### src/rtl/cwg_pkg.sv
package cwg_pkg;

    localparam int FRAC   = 16;
    localparam int UNITY  = 512;
    localparam int WC_W   = $clog2(UNITY) + 1;
    localparam int POS_W  = WC_W + 1;
    localparam int XSH    = FRAC - $clog2(UNITY);
    localparam int COEF_W = 11;
    localparam int COEF_MAX = (1 << (COEF_W - 1)) - 1;
    localparam int COEF_MIN = -(1 << (COEF_W - 1));

    typedef logic signed [31:0]       fx_t;
    typedef logic [WC_W-1:0]          wc_t;
    typedef logic signed [COEF_W-1:0] tap_t;
    typedef tap_t [3:0]               tapvec_t;

    localparam fx_t ONE_FX = fx_t'(1 << FRAC);
    localparam fx_t A_STEP = fx_t'(-(1 << (FRAC - 3)));

    typedef enum logic [2:0] {
        ST_IDLE, ST_SQ, ST_CU, ST_P, ST_Q, ST_FIN, ST_EMIT
    } eng_st_e;

    function automatic fx_t fx_mul(fx_t a, fx_t b);
        return fx_t'((64'(a) * 64'(b)) >>> FRAC);
    endfunction

    function automatic tap_t fx_quant(fx_t r);
        logic signed [63:0] t;
        t = ((64'(r) <<< $clog2(UNITY)) + 64'sd32768) >>> FRAC;
        if (t > 64'(COEF_MAX))      t = 64'(COEF_MAX);
        else if (t < 64'(COEF_MIN)) t = 64'(COEF_MIN);
        return tap_t'(t);
    endfunction

endpackage

### src/rtl/cwg_front.sv
module cwg_front
    import cwg_pkg::*;
#(
    parameter int WT_W = 12,
    parameter int SH_W = 6
) (
    input  logic [WT_W-1:0] weight_in,
    input  logic [SH_W-1:0] sharp_in,
    output wc_t             wp,
    output tapvec_t         bil_taps,
    output logic            cubic,
    output fx_t             a_par
);
    wc_t wc;
    wc_t ws;

    always_comb begin
        wc = (weight_in > WT_W'(UNITY)) ? wc_t'(UNITY) : wc_t'(weight_in);
        if (sharp_in == '0)
            ws = (wc >= wc_t'(UNITY / 2)) ? wc_t'(UNITY) : '0;
        else
            ws = wc;
        bil_taps[0] = '0;
        bil_taps[1] = tap_t'({1'b0, ws});
        bil_taps[2] = tap_t'(UNITY) - tap_t'({1'b0, ws});
        bil_taps[3] = '0;
        wp    = wc_t'(UNITY) - wc;
        cubic = (sharp_in >= SH_W'(2));
        a_par = A_STEP * fx_t'(sharp_in);
    end
endmodule

### src/rtl/cwg_engine.sv
module cwg_engine
    import cwg_pkg::*;
#(
    parameter int OFS_W = 4
) (
    input  logic             clk,
    input  logic             rst,
    input  logic             start,
    input  wc_t              wp_in,
    input  tapvec_t          bil_in,
    input  logic             cubic_in,
    input  fx_t              a_in,
    input  logic [OFS_W-1:0] ofs_in,
    output tapvec_t          taps,
    output logic [OFS_W-1:0] ofs_out,
    output logic             tap_vld,
    output logic             busy
);
    eng_st_e          st;
    logic [1:0]       idx;
    fx_t              a_r, x2_r, x3_r, p_r, q_r;
    wc_t              wp_r;
    tapvec_t          taps_r;
    logic [OFS_W-1:0] ofs_r;

    logic [POS_W-1:0] pos;
    fx_t              x, ma, mb, prod, r_fin;
    logic             near;

    always_comb begin
        unique case (idx)
            2'd0:    pos = POS_W'(UNITY) + {1'b0, wp_r};
            2'd1:    pos = {1'b0, wp_r};
            2'd2:    pos = POS_W'(UNITY) - {1'b0, wp_r};
            default: pos = POS_W'(2 * UNITY) - {1'b0, wp_r};
        endcase
        x    = fx_t'(pos) <<< XSH;
        near = (x <= ONE_FX);
        ma   = '0;
        mb   = '0;
        unique case (st)
            ST_SQ: begin ma = x; mb = x; end
            ST_CU: begin ma = x; mb = x2_r; end
            ST_P: begin
                if (near) begin
                    ma = a_r + (ONE_FX <<< 1);
                    mb = x3_r;
                end else begin
                    ma = a_r;
                    mb = x3_r - (x2_r * fx_t'(5)) + (x <<< 3) - (ONE_FX <<< 2);
                end
            end
            ST_Q: begin ma = a_r + (ONE_FX * fx_t'(3)); mb = x2_r; end
            default: ;
        endcase
        prod  = fx_mul(ma, mb);
        r_fin = near ? (p_r - q_r + ONE_FX) : p_r;
    end

    always_ff @(posedge clk) begin
        if (rst) begin
            st     <= ST_IDLE;
            idx    <= '0;
            a_r    <= '0;
            wp_r   <= '0;
            x2_r   <= '0;
            x3_r   <= '0;
            p_r    <= '0;
            q_r    <= '0;
            taps_r <= '0;
            ofs_r  <= '0;
        end else begin
            unique case (st)
                ST_IDLE: if (start) begin
                    a_r   <= a_in;
                    wp_r  <= wp_in;
                    ofs_r <= ofs_in;
                    idx   <= '0;
                    if (cubic_in) begin
                        st <= ST_SQ;
                    end else begin
                        taps_r <= bil_in;
                        st     <= ST_EMIT;
                    end
                end
                ST_SQ: begin x2_r <= prod; st <= ST_CU; end
                ST_CU: begin x3_r <= prod; st <= ST_P;  end
                ST_P:  begin p_r  <= prod; st <= ST_Q;  end
                ST_Q:  begin q_r  <= near ? prod : '0; st <= ST_FIN; end
                ST_FIN: begin
                    taps_r[idx] <= fx_quant(r_fin);
                    idx         <= idx + 2'd1;
                    st          <= (idx == 2'd3) ? ST_EMIT : ST_SQ;
                end
                default: st <= ST_IDLE;
            endcase
        end
    end

    assign taps    = taps_r;
    assign ofs_out = ofs_r;
    assign tap_vld = (st == ST_EMIT);
    assign busy    = (st != ST_IDLE);
endmodule

### src/rtl/cwg_pack.sv
module cwg_pack
    import cwg_pkg::*;
#(
    parameter int WORD_W  = 32,
    parameter int HI_LSB  = 16,
    parameter int OFS_LSB = 28,
    parameter int OFS_W   = 4
) (
    input  logic              clk,
    input  logic              rst,
    input  logic              load,
    input  tapvec_t           taps,
    input  logic [OFS_W-1:0]  ofs,
    output logic [WORD_W-1:0] word0,
    output logic [WORD_W-1:0] word1,
    output logic              done
);
    for (genvar k = 0; k < 2; k++) begin : g_word
        logic [WORD_W-1:0] nx;
        logic [WORD_W-1:0] wq;
        always_comb begin
            nx = '0;
            nx[COEF_W-1:0]        = taps[2*k];
            nx[HI_LSB +: COEF_W]  = taps[2*k+1];
            if (k == 1) nx[OFS_LSB +: OFS_W] = ofs;
        end
        always_ff @(posedge clk) begin
            if (rst)       wq <= '0;
            else if (load) wq <= nx;
        end
    end

    always_ff @(posedge clk) begin
        if (rst) done <= 1'b0;
        else     done <= load;
    end

    assign word0 = g_word[0].wq;
    assign word1 = g_word[1].wq;
endmodule

### src/rtl/cubic_wgen.sv
module cubic_wgen
    import cwg_pkg::*;
#(
    parameter int WT_W    = 12,
    parameter int SH_W    = 6,
    parameter int OFS_W   = 4,
    parameter int WORD_W  = 32,
    parameter int HI_LSB  = 16,
    parameter int OFS_LSB = 28
) (
    input  logic              clk,
    input  logic              rst,
    input  logic              start,
    input  logic [WT_W-1:0]   weight_in,
    input  logic [SH_W-1:0]   sharp_in,
    input  logic [OFS_W-1:0]  ofs_in,
    output logic [WORD_W-1:0] word0,
    output logic [WORD_W-1:0] word1,
    output logic              done
);
    wc_t              f_wp;
    tapvec_t          f_bil;
    logic             f_cubic;
    fx_t              f_a;
    tapvec_t          e_taps;
    logic [OFS_W-1:0] e_ofs;
    logic             e_vld;
    logic             eng_busy;

    cwg_front #(.WT_W(WT_W), .SH_W(SH_W)) u_front (
        .weight_in (weight_in),
        .sharp_in  (sharp_in),
        .wp        (f_wp),
        .bil_taps  (f_bil),
        .cubic     (f_cubic),
        .a_par     (f_a)
    );

    cwg_engine #(.OFS_W(OFS_W)) u_eng (
        .clk      (clk),
        .rst      (rst),
        .start    (start),
        .wp_in    (f_wp),
        .bil_in   (f_bil),
        .cubic_in (f_cubic),
        .a_in     (f_a),
        .ofs_in   (ofs_in),
        .taps     (e_taps),
        .ofs_out  (e_ofs),
        .tap_vld  (e_vld),
        .busy     (eng_busy)
    );

    cwg_pack #(.WORD_W(WORD_W), .HI_LSB(HI_LSB), .OFS_LSB(OFS_LSB), .OFS_W(OFS_W)) u_pack (
        .clk   (clk),
        .rst   (rst),
        .load  (e_vld),
        .taps  (e_taps),
        .ofs   (e_ofs),
        .word0 (word0),
        .word1 (word1),
        .done  (done)
    );
endmodule

### config.mk
export PLATFORM = sky130hd
export DESIGN_NAME = cubic_wgen
export DESIGN_NICKNAME = d
export VERILOG_FILES = /design/src/rtl/cwg_pkg.sv /design/src/rtl/cwg_front.sv /design/src/rtl/cwg_engine.sv /design/src/rtl/cwg_pack.sv /design/src/rtl/cubic_wgen.sv
export SDC_FILE = /design/constraint.sdc
export NUM_CORES = 2
export LEC_CHECK = 0
export BUFFER_PORTS_ARGS = -buffer_cell sky130_fd_sc_hd__buf_2
export CAP_MARGIN = 10
export CELL_PAD_IN_SITES_DETAIL_PLACEMENT = 2
export CELL_PAD_IN_SITES_GLOBAL_PLACEMENT = 2
export CORE_MARGIN = 8
export CORE_UTILIZATION = 44
export DETAILED_ROUTE_END_ITERATION = 12
export GPL_ROUTABILITY_DRIVEN = 1
export PLACE_DENSITY = 0.85
export SYNTH_ARGS = -nofsm -noshare
export SYNTH_HDL_FRONTEND = slang
export SYNTH_SLANG_ARGS = --single-unit
export TNS_END_PERCENT = 30
### constraint.sdc
create_clock -name clk -period 22.4 [get_ports clk]
set_input_delay 2.24 -clock clk [delete_from_list [all_inputs] [get_ports clk]]
set_output_delay 2.24 -clock clk [all_outputs]
set_load 0.005 [all_outputs]
==> metrics.log <==
INFO  metric outcome = completed
INFO  metric worst-r2r-cell-count = 54
INFO  metric seq_area_frac_synth = 0.126
INFO  metric tritoncts = yes
INFO  metric postLayoutCellArea = 42700 µm²
INFO  metric setup_violations = 0
INFO  metric drcViolationCount = 0
INFO  metric crit_top_cell = sky130_fd_sc_hd__fa_1
INFO  metric synth_enable_flop_cells = 0
INFO  metric global_route_wire_length_before_repair = 264000 µm
INFO  metric number_of_input_and_output_port_buffers_inserted = 73
INFO  metric post_synth_main_area_contributors = sky130_fd_sc_hd__fa_1, sky130_fd_sc_hd__dfxtp_1, sky130_fd_sc_hd__ha_1
INFO  metric cts_root_buffer = sky130_fd_sc_hd__clkbuf_16
INFO  metric core_occupancy_in_the_finished_layout = 0.475
INFO  metric drt-wirelength-per-cell = 29.1 µm
INFO  metric setup_buffers_after_cts = 0
INFO  metric fmax = 59.8 MHz
INFO  metric initial_utilization = 0.444
INFO  metric grt.total_usage = 0.340
INFO  metric antenna_found_initial = 5
INFO  metric worstMarginPinSlew = 1.27 ns
INFO  metric core.rowCount = 110
INFO  metric first_global_vias = 42482
INFO  metric cap_viol_max_count = 0
INFO  metric clock_edge_transition_at_the_registers_on_the_reported_setup_and_hold_paths = 0.07 ns
INFO  metric grt_start_max_net_pins = 93
INFO  metric final_layout_size_suffix_gt1_frac = 0.0613
INFO  metric critical_path.max_fanout = 16
INFO  metric worstPathArrival = 17.13 ns
INFO  metric drt_pre_antenna_iters = 5
INFO  metric post-route-worst-setup-slack = 5.68 ns
INFO  metric fp.dieArea = 101000 µm²
INFO  metric layout_min_cycle_time = 16.72 ns
INFO  metric finish.net_count = 5862
INFO  metric area_growth_syn_to_layout = 6.85%
INFO  metric coreArea = 90000 µm²
INFO  metric number_of_buffer_and_inverter_stages_on_the_critical_path = 7
INFO  metric p_leak = 19.9 nW
INFO  metric holdPathStages = 2
INFO  metric vias = 35916
INFO  metric report.power.total = 1.52 mW
INFO  metric ys_dominant_reg_cell = sky130_fd_sc_hd__dfxtp_1
INFO  metric peak_vdd_ir = 66.6 µV
INFO  metric maxSlewViolCount = 0
INFO  metric post_synth_instance_area = 40000 µm²
INFO  metric worstReg2RegStart = u_eng.idx[1]
INFO  metric cts_hold_repair.buffers = 0
INFO  metric dieWidth = 317 µm
INFO  metric globalRouteOverflowTotal = 0
INFO  metric syn-mean-instance-area = 8.21 µm²
INFO  metric ys_ff_latch = 251
INFO  metric path_delay_family = adder cells
INFO  metric ctsResizeCount = 0
INFO  metric power-per-cell-area = 35.5 nW/µm²
INFO  metric antenna_violating_nets_post_route = 0
INFO  metric clkSinkCount = 251
INFO  metric ports_placed_on_the_boundary = 90
INFO  metric post_synth_arst_share = 0
INFO  metric cts_buffers = 30
INFO  metric detailed_place_hpwl = 135000 µm
INFO  metric final_cells = 6025
INFO  metric critPathSlowestCell = sky130_fd_sc_hd__o21ai_1
INFO  metric gp_routability_congestion = 0.930
INFO  metric synthesis.yosys.warnings = 0
INFO  metric placed_area = 41600 µm²
INFO  metric clock_tree.htree_level_count = 1
INFO  metric fin_worst_skew = 0.0627 ns
INFO  metric post_synth_inst_count = 4869
INFO  metric floorplan.die.height = 317 µm
INFO  metric yosys.area.top_type_share = 0.338
INFO  metric timing.final.hold_violations = 0
INFO  metric fin_worst_hold_slack = 0.454 ns
INFO  metric synth.lib_cells_used.distinct = 103
INFO  metric totalNegativeSetupSlack = 0 ns
INFO  metric timing.final.crit_share = 0.746
INFO  metric insertion_delay = 0.63 ns
INFO  metric crit-reg2reg-capture = u_eng.q_r[31]
INFO  metric critPathRequiredTime = 22.82 ns
INFO  metric hp-class = flop to flop
INFO  metric fillers = 10040
INFO  metric grt_setup_unrepaired = false
INFO  metric clock_path_buffers = 3
INFO  metric place.detailed.instances = 5966
INFO  metric via_per_inst = 5.96
INFO  metric worstHoldStart = u_pack.word0[16]
INFO  metric regToRegSetupSlack = 5.68 ns
INFO  metric synthDominantAreaCellType = sky130_fd_sc_hd__fa_1
INFO  metric relSlewSlack = 0.149
INFO  metric pre_cts_ws = 6.26 ns
INFO  metric drt_first_iter_violations = 2426
INFO  metric critical_path.max_stage_delay = 0.77 ns
INFO  metric holdPathEnd = u_pack.word0[16]
INFO  metric drt_wl_total = 175000 µm
INFO  metric critical_setup_path_kind = flop to flop
INFO  metric worst_setup_path_end_kind = flop
INFO  metric critPathLaunchType = flop
worst min-delay path: cells and delay by family, from the launching register on:
family | cells | cell delay [ns]
AO/OA/AOI/OAI | 1 | 0.05
flip-flops | 1 | 0.31
AND/OR/NAND/NOR | 1 | 0.05
metal layers:
metal | up-vias | track usage | wire, µm | part of all wire
li1 | 15047 | - | - | -
met4 | 0 | 0.194 | 11800 | 0.067
met3 | 611 | 0.0597 | 11200 | 0.064
met1 | 18842 | 0.396 | 66900 | 0.38
met5 | - | 0 | 0 | 0
met2 | 1416 | 0.590 | 85400 | 0.49
registers in the layout (all words and copies together) (netlist names):
| signal | count |
|---|---|
| u_eng.a_r | 11 |
| u_eng.q_r | 32 |
| u_eng.x3_r | 32 |
| u_eng.taps | 44 |
| u_pack.word1 | 26 |
| u_pack.done | 1 |
| u_eng.wp_r | 10 |
| u_eng.st | 3 |
| u_eng.x2_r | 32 |
| u_pack.word0 | 22 |
| u_eng.idx | 2 |
| u_eng.p_r | 32 |
| u_eng.ofs_out | 4 |
how the worst max path moves through the flow:
stage	startpoint	endpoint	depth (start not counted)
after floorplan	u_eng.idx[1]	u_eng.q_r[31]	58
after global placement	u_eng.idx[1]	u_eng.q_r[31]	55
after detailed placement	u_eng.idx[1]	u_eng.q_r[31]	54
after CTS	u_eng.idx[1]	u_eng.q_r[31]	54
after global routing	u_eng.idx[1]	u_eng.q_r[31]	54
final	u_eng.idx[1]	u_eng.q_r[31]	54
kinds of logic after synthesis:
logic type | after synthesis | synth area share
AO/OA/AOI/OAI | 716 | 0.116
XOR/XNOR | 122 | 0.0289
adder cells (fa/ha/maj) | 1015 | 0.444
buffers and inverters | 1166 | 0.113
flip-flops | 251 | 0.126
multiplexers | 13 | 0.00344
other | 1 | 0.0000938
AND/OR/NAND/NOR | 1585 | 0.169
cell type report:
| type | count | area, µm² | share of cell area |
|---|---|---|---|
| antenna | 3 | 7.51 | 0.000176 |
| clock buffer | 38 | 831 | 0.0194 |
| clock inverter | 18 | 240 | 0.00562 |
| inverter | 918 | 3450 | 0.0807 |
| multi-input combinational | 3467 | 30700 | 0.719 |
| sequential | 251 | 5020 | 0.118 |
| tap | 1176 | 1470 | 0.0344 |
| timing repair buffer | 154 | 980 | 0.0229 |
power breakdown:
group          total [mW]  internal (mW)  switching [mW]
Clock               0.538          0.311           0.226
Combinational       0.511          0.150           0.361
Sequential          0.469          0.455          0.0138
synth_stat cells (all sizes together) (11+ instances only):
cell    number
a31oi       14
nor2       296
or3         15
o21ai      115
clkbuf     198
o211ai      16
a21oi      279
nand2b      11
a32oi       14
fa         675
nand2      967
nand4       12
o31ai       21
buf         50
and3        30
nor3        53
a22oi       36
or2         12
nand3       53
nor2b       22
xnor2       80
a21boi      11
xor2        36
dfxtp      251
a22o        22
a211oi      31
and2        71
ha         340
o21a        31
a21o        28
inv        918
placed cells by master, fill, tap and decap left out, types with 19 or more instances in the layout:
cell type,netlist,routed
sky130_fd_sc_hd__xor2_1,36,36
sky130_fd_sc_hd__nor3_1,51,50
sky130_fd_sc_hd__nor2b_1,22,22
sky130_fd_sc_hd__dfxtp_1,251,251
sky130_fd_sc_hd__clkbuf_16,0,30
sky130_fd_sc_hd__o21ai_1,29,19
sky130_fd_sc_hd__a21oi_1,278,275
sky130_fd_sc_hd__nor2_1,294,284
sky130_fd_sc_hd__fa_1,675,675
sky130_fd_sc_hd__buf_2,11,72
sky130_fd_sc_hd__a22o_1,22,22
sky130_fd_sc_hd__xnor2_1,80,80
sky130_fd_sc_hd__nand2_1,965,965
sky130_fd_sc_hd__a22oi_1,36,36
sky130_fd_sc_hd__a211oi_1,29,28
sky130_fd_sc_hd__o21a_1,31,31
sky130_fd_sc_hd__ha_1,340,340
sky130_fd_sc_hd__buf_4,17,81
sky130_fd_sc_hd__and2_1,71,71
sky130_fd_sc_hd__nand3_1,53,52
sky130_fd_sc_hd__inv_1,917,917
sky130_fd_sc_hd__and3_1,30,29
sky130_fd_sc_hd__o21ai_0,85,85
sky130_fd_sc_hd__a21o_1,28,28
Note: power is estimated with default switching activity, not from simulation.
